`config.mk`:
```
export PLATFORM = sky130hd
export DESIGN_NAME = stflag_reg
export DESIGN_NICKNAME = d
export VERILOG_FILES = /design/src/rtl/stflag_pkg.sv /design/src/rtl/stflag_calc.sv /design/src/rtl/stflag_pm.sv /design/src/rtl/stflag_reg.sv
export SDC_FILE = /design/constraint.sdc
export NUM_CORES = 1
export LEC_CHECK = 0
export BUFFER_PORTS_ARGS = -buffer_cell sky130_fd_sc_hd__buf_2
export CORE_MARGIN = 2
export CORE_UTILIZATION = 40
export CTS_CLUSTER_SIZE = 16
export DETAILED_ROUTE_END_ITERATION = 12
export PLACE_DENSITY = 0.75
export SLEW_MARGIN = 10
export SYNTH_ARGS = -nofsm -noshare
export SYNTH_HDL_FRONTEND = slang
export SYNTH_SLANG_ARGS = --single-unit
```
`constraint.sdc`:
```
create_clock -name clk -period 1.15 [get_ports clk]
set_clock_uncertainty 0.2 [all_clocks]
set_input_delay 0.23 -clock clk [delete_from_list [all_inputs] [get_ports clk]]
set_output_delay 0.23 -clock clk [all_outputs]
set_load 0.01 [all_outputs]
```
`src/rtl/stflag_pkg.sv`:
```
package stflag_pkg;
  typedef enum logic [2:0] {
    OPK_IDLE  = 3'd0,
    OPK_ADD   = 3'd1,
    OPK_SUB   = 3'd2,
    OPK_LOGIC = 3'd3,
    OPK_RLC   = 3'd4,
    OPK_RRC   = 3'd5
  } op_kind_e;

  typedef struct packed {
    logic ovf;
    logic zero;
    logic half;
    logic carry;
  } arith_flags_t;

  localparam int ARITH_BITS = 4;
  localparam int FLAG_BITS  = 6;
endpackage

```
`src/rtl/stflag_calc.sv`:
```
module stflag_calc
  import stflag_pkg::*;
#(
  parameter int W = 8
) (
  input  logic [2:0]   op_i,
  input  logic [W-1:0] opa_i,
  input  logic [W-1:0] opb_i,
  input  logic [W-1:0] res_i,
  input  logic         cin_i,
  input  arith_flags_t cur_i,
  output arith_flags_t nxt_o
);
  localparam int H = W / 2;

  // returns {overflow, half carry, carry} of a + b + ci
  function automatic logic [2:0] carry_chain(input logic [W-1:0] a,
                                             input logic [W-1:0] b,
                                             input logic ci);
    logic [W:0]   full;
    logic [H:0]   low;
    logic [W-1:0] below;
    full  = {1'b0, a} + {1'b0, b} + {{W{1'b0}}, ci};
    low   = {1'b0, a[H-1:0]} + {1'b0, b[H-1:0]} + {{H{1'b0}}, ci};
    below = {1'b0, a[W-2:0]} + {1'b0, b[W-2:0]} + {{(W-1){1'b0}}, ci};
    return {below[W-1] ^ full[W], low[H], full[W]};
  endfunction

  logic [2:0] add_chain;
  logic [2:0] sub_chain;
  logic       res_is_zero;

  assign add_chain   = carry_chain(opa_i, opb_i, cin_i);
  assign sub_chain   = carry_chain(opa_i, ~opb_i, cin_i);
  assign res_is_zero = (res_i == '0);

  always_comb begin
    nxt_o = cur_i;
    case (op_i)
      OPK_ADD: begin
        nxt_o.carry = add_chain[0];
        nxt_o.half  = add_chain[1];
        nxt_o.ovf   = add_chain[2];
        nxt_o.zero  = res_is_zero;
      end
      OPK_SUB: begin
        nxt_o.carry = sub_chain[0];
        nxt_o.half  = sub_chain[1];
        nxt_o.ovf   = sub_chain[2];
        nxt_o.zero  = res_is_zero;
      end
      OPK_LOGIC: nxt_o.zero  = res_is_zero;
      OPK_RLC:   nxt_o.carry = opa_i[W-1];
      OPK_RRC:   nxt_o.carry = opa_i[0];
      default:   nxt_o = cur_i;
    endcase
  end
endmodule

```
`src/rtl/stflag_pm.sv`:
```
module stflag_pm (
  input  logic clk,
  input  logic rst_n,
  input  logic wdt_clr_i,
  input  logic halt_i,
  input  logic wdt_to_i,
  output logic pd_o,
  output logic to_o
);
  logic pd_set, pd_clr, to_set, to_clr;

  assign pd_set = halt_i;
  assign pd_clr = wdt_clr_i;
  assign to_set = wdt_to_i;
  assign to_clr = wdt_clr_i | halt_i;

  always_ff @(posedge clk or negedge rst_n) begin
    if (!rst_n) begin
      pd_o <= 1'b0;
      to_o <= 1'b0;
    end else begin
      if (pd_set)      pd_o <= 1'b1;
      else if (pd_clr) pd_o <= 1'b0;
      if (to_set)      to_o <= 1'b1;
      else if (to_clr) to_o <= 1'b0;
    end
  end

  AST_HALT_SETS_PD: assert property (@(posedge clk) disable iff (!rst_n)
    halt_i |=> pd_o);
  AST_CLR_DROPS_PD: assert property (@(posedge clk) disable iff (!rst_n)
    (wdt_clr_i && !halt_i) |=> !pd_o);
  AST_TMO_SETS_TO: assert property (@(posedge clk) disable iff (!rst_n)
    wdt_to_i |=> to_o);
  AST_CLR_DROPS_TO: assert property (@(posedge clk) disable iff (!rst_n)
    ((wdt_clr_i || halt_i) && !wdt_to_i) |=> !to_o);
endmodule

```
`src/rtl/stflag_reg.sv`:
```
module stflag_reg
  import stflag_pkg::*;
#(
  parameter int W = 8
) (
  input  logic                  clk,
  input  logic                  rst_n,
  input  logic [2:0]            op_i,
  input  logic [W-1:0]          opa_i,
  input  logic [W-1:0]          opb_i,
  input  logic [W-1:0]          res_i,
  input  logic                  cin_i,
  input  logic                  wr_en_i,
  input  logic [ARITH_BITS-1:0] wr_data_i,
  input  logic                  wdt_clr_i,
  input  logic                  halt_i,
  input  logic                  wdt_to_i,
  output logic [FLAG_BITS-1:0]  flags_o
);
  arith_flags_t arith_q, arith_nxt;
  logic         pd_q, to_q;
  logic         alu_upd;

  stflag_calc #(.W(W)) u_calc (
    .op_i (op_i), .opa_i(opa_i), .opb_i(opb_i), .res_i(res_i),
    .cin_i(cin_i), .cur_i(arith_q), .nxt_o(arith_nxt)
  );

  stflag_pm u_pm (
    .clk(clk), .rst_n(rst_n), .wdt_clr_i(wdt_clr_i), .halt_i(halt_i),
    .wdt_to_i(wdt_to_i), .pd_o(pd_q), .to_o(to_q)
  );

  assign alu_upd = !wr_en_i;

  always_ff @(posedge clk or negedge rst_n) begin
    if (!rst_n)       arith_q <= '0;
    else if (wr_en_i) arith_q <= arith_flags_t'(wr_data_i);
    else if (alu_upd) arith_q <= arith_nxt;
  end

  assign flags_o = {to_q, pd_q, arith_q};

  AST_RESET_CLEAR: assert property (@(posedge clk)
    !rst_n |=> (flags_o == '0));
  AST_ADD_CARRY: assert property (@(posedge clk) disable iff (!rst_n)
    (op_i == OPK_ADD && !wr_en_i) |=>
      flags_o[0] == $past(({1'b0, opa_i} + {1'b0, opb_i} + {{W{1'b0}}, cin_i}) >> W));
  AST_ZERO_FROM_RES: assert property (@(posedge clk) disable iff (!rst_n)
    ((op_i == OPK_ADD || op_i == OPK_SUB || op_i == OPK_LOGIC) && !wr_en_i) |=>
      flags_o[2] == $past(res_i == '0));
  AST_LOGIC_KEEP: assert property (@(posedge clk) disable iff (!rst_n)
    (op_i == OPK_LOGIC && !wr_en_i) |=>
      ($stable(flags_o[0]) && $stable(flags_o[1]) && $stable(flags_o[3])));
  AST_ROTL_CARRY: assert property (@(posedge clk) disable iff (!rst_n)
    (op_i == OPK_RLC && !wr_en_i) |=> flags_o[0] == $past(opa_i[W-1]));
  AST_IDLE_HOLD: assert property (@(posedge clk) disable iff (!rst_n)
    ((op_i == OPK_IDLE || op_i > OPK_RRC) && !wr_en_i) |=> $stable(flags_o[3:0]));
  AST_WRITE_LOADS: assert property (@(posedge clk) disable iff (!rst_n)
    wr_en_i |=> flags_o[3:0] == $past(wr_data_i));
endmodule

```
==> flow_summary.ini <==
[grt]
grt_pass1_vias = 1154
overflow = 0
grt_pass1_wl_mm = 4.64
grt_usage = 0.244
antenna_found_initial = 0
grt_max_degree = 10

[timing]
finalCriticalPeriod_ns = 1.92
maxSlewViolCount = 0
final-setup-viol-count = 9
maxSlewHeadroom = 0.798
period_share = 1.67
rsz0062_at_grt = true
hold_violations = 0
fin_ws_ns = -0.771
fmaxAchievable_ghz = 0.521
tns_ns = -2.23
tightestPinTransition_ns = 0.301

[clock_network]
cts.clk_slew.worst_paths_ns = 0.04
cts_buffer_depth = 2
cts_buffers = 3
worstSkewPairLatency_ns = 0.24
cts_max_level = 1
cts_sinks = 6
cts_root_buf = clkbuf_4
cts_tree = done

[final_layout]
num-fill-cells = 139
diodes = 0
syn_to_final_growth_pct = 83.8
multi_input_area_sq_um = 761
final_common_cell = buf_2
register_area_sq_um = 150
fin_nets = 233
drive_above_1_share = 0.554
final_cell_count_no_fill = 204
mostFrequentLayoutCells = buf_2, buf_4, ha_1

[setup_path]
path_class = in2reg
critPathSlowestCell = or4b_1
crit_chain = buf_12 > inv_12 > ha_4 > inv_4 > a221oi_4 > a2111oi_4 > or4b_1 > a311oi_1
cp_data_arrival_time_ns = 1.86
r2r-start = flags_o[3]$_DFFE_PN0P_
worstSetupEndpointType = flip-flop
crit_start = opb_i[3]
crit_path_start_kind = input pin
cp_slowest_stage_delay_ns = 0.51
crit_required_ns = 1.09
critPathMaxFanout = 4

[drt]
drc_errors = 0
detail_route.wl_per_cell_microns = 14.2
drt-total-wl_mm = 2.90
detail_route.vias_per_cell = 5.37
dr.pass1.iters = 4
detail-route-antenna-nets = 0
drtIter0Drc = 14
num_vias = 1096

[placed_design]
portBuffers = 43
gp_congestion = 0.850
dp_cells = 191
hpwlAfterDp_mm = 2.08

[run_status]
status = finished with violations
violations = setup timing

[flow_run]
drv_cap = 0

[logic_synthesis]
syn_inst = 104
yosysSeqAreaShare = 0.180
syn_avg_cell_area_sq_um = 8.02
synthesis.area_sq_um = 835
ys_ff_latch = 6
synth_cell_type_count = 34
syn_nets = 158
yosys_warnings = 0

[die]
coreArea_sq_mm = 0.00196
io_pins = 44
fp.dieH_microns = 49.7
row_count = 16
start_util = 0.425
die_w_microns = 49.7
die_area_sq_mm = 0.00247

[hold_path]
hold_start = wr_data_i[2]
hp-class = in2reg

[power]
p_leak_nw = 0.738
ir_drop_uv = 430
pwr_density_cell_mw_per_mm2 = 671
total_power_mw = 1.03
layout make-up:
cell class / instances / area share
well taps: 27 / 0.0220
repair buffers: 74 / 0.325
clock buffers: 3 / 0.0147
flip-flops and latches: 6 / 0.0979
inverters: 14 / 0.0440
multi-input cells: 80 / 0.496
sequential cells by signal, summed over array words and instances, names as in the netlist:
| name | cells |
|---|---|
| flags_o | 4 |
| u_pm.pd_o | 1 |
| u_pm.to_o | 1 |
synthesized netlist by cell type, drive strengths merged:
cell type,count,area (sq um)
a31o,1,8.76
a311oi,3,26.3
nor2b,2,12.5
a221oi,2,23.8
or2,1,6.26
a2bb2oi,1,8.76
clkbuf,2,7.51
buf,2,15.0
nor2,10,37.5
nor4,2,12.5
o21bai,1,7.51
a21oi,6,30.0
or4b,1,10.0
ha,16,200
dfrtp,6,150
nor3,3,15.0
o31ai,3,22.5
o211ai,1,7.51
a211oi,1,7.51
nand2b,4,25.0
a21o,2,15.0
xnor2,1,8.76
mux2,1,11.3
a2111oi,3,27.5
nor3b,1,7.51
a221o,1,10.0
nand2,2,7.51
o31a,1,8.76
o21ai,9,45.0
inv,14,52.6
a31oi,1,6.26
what timing repair did:
item / 4_1_cts / 5_1_grt
buffers inserted: 5 / 2
resized for setup: 15 / 8
endpoints found under the hold margin: 8 / 0
hold buffers: 3 / 0
pin swaps: 5 / 2
setup endpoints to repair: 9 / 10
report_power, final:
group / internal [mW] / switching (mW) / total [mW]
logic: 0.318 / 0.276 / 0.594
clock network: 0.118 / 0.0707 / 0.188
registers: 0.234 / 0.0123 / 0.246
total: 0.670 / 0.359 / 1.03
per-stage QoR:
step | hold slack (ns) | setup slack (ns) | util | area [sq um]
floorplan | -0.266 | -0.818 | - | 937
global placement | -0.143 | -1.07 | 0.668 | 1310
detailed placement | -0.140 | -1.12 | 0.668 | 1310
CTS | 0.0338 | -0.794 | 0.753 | 1480
global route | 0.0185 | -0.907 | 0.782 | 1530
finish | 0.0383 | -0.771 | 0.782 | 1530
critical path: cells and delay by family:
family                     cells  cell delay, ns
buffers and inverters          3            0.16
AOI/OAI and AO/OA              3            0.67
adders and majority gates      1            0.29
and+or+nand+nor                1            0.51
final timing paths:
path                                               end  slack [ns]  depth (start not counted)
worst max-delay path            flags_o[3]$_DFFE_PN0P_       -0.77                          8
worst max register to register  flags_o[3]$_DFFE_PN0P_       -0.22                          5
max in group asynchronous       flags_o[2]$_DFFE_PN0P_        0.45                          2
min in group asynchronous        u_pm.pd_o$_DFFE_PN0P_        0.16                          2
worst min-delay path            flags_o[2]$_DFFE_PN0P_        0.04                          2
worst min register to register   u_pm.to_o$_DFFE_PN0P_        0.39                          2
cell families after synthesis:
family,count (synthesis),share of synthesized area
AND/OR/NAND/NOR,26,0.160
multiplexers,1,0.0135
flip-flops,6,0.180
AO/OA/AOI/OAI,36,0.306
adder cells (fa/ha/maj),16,0.240
buffers and inverters,18,0.0900
XOR/XNOR,1,0.0105
metal layers:
metal / vias to the layer above / global-route usage / wire length (microns)
met4: 0 / 0.120 / 67
li1: 526 / - / -
met3: 8 / 0.0515 / 151
met2: 46 / 0.487 / 1570
met5: - / 0 / 0
met1: 516 / 0.228 / 1110
(Power assumes the default switching activity.)
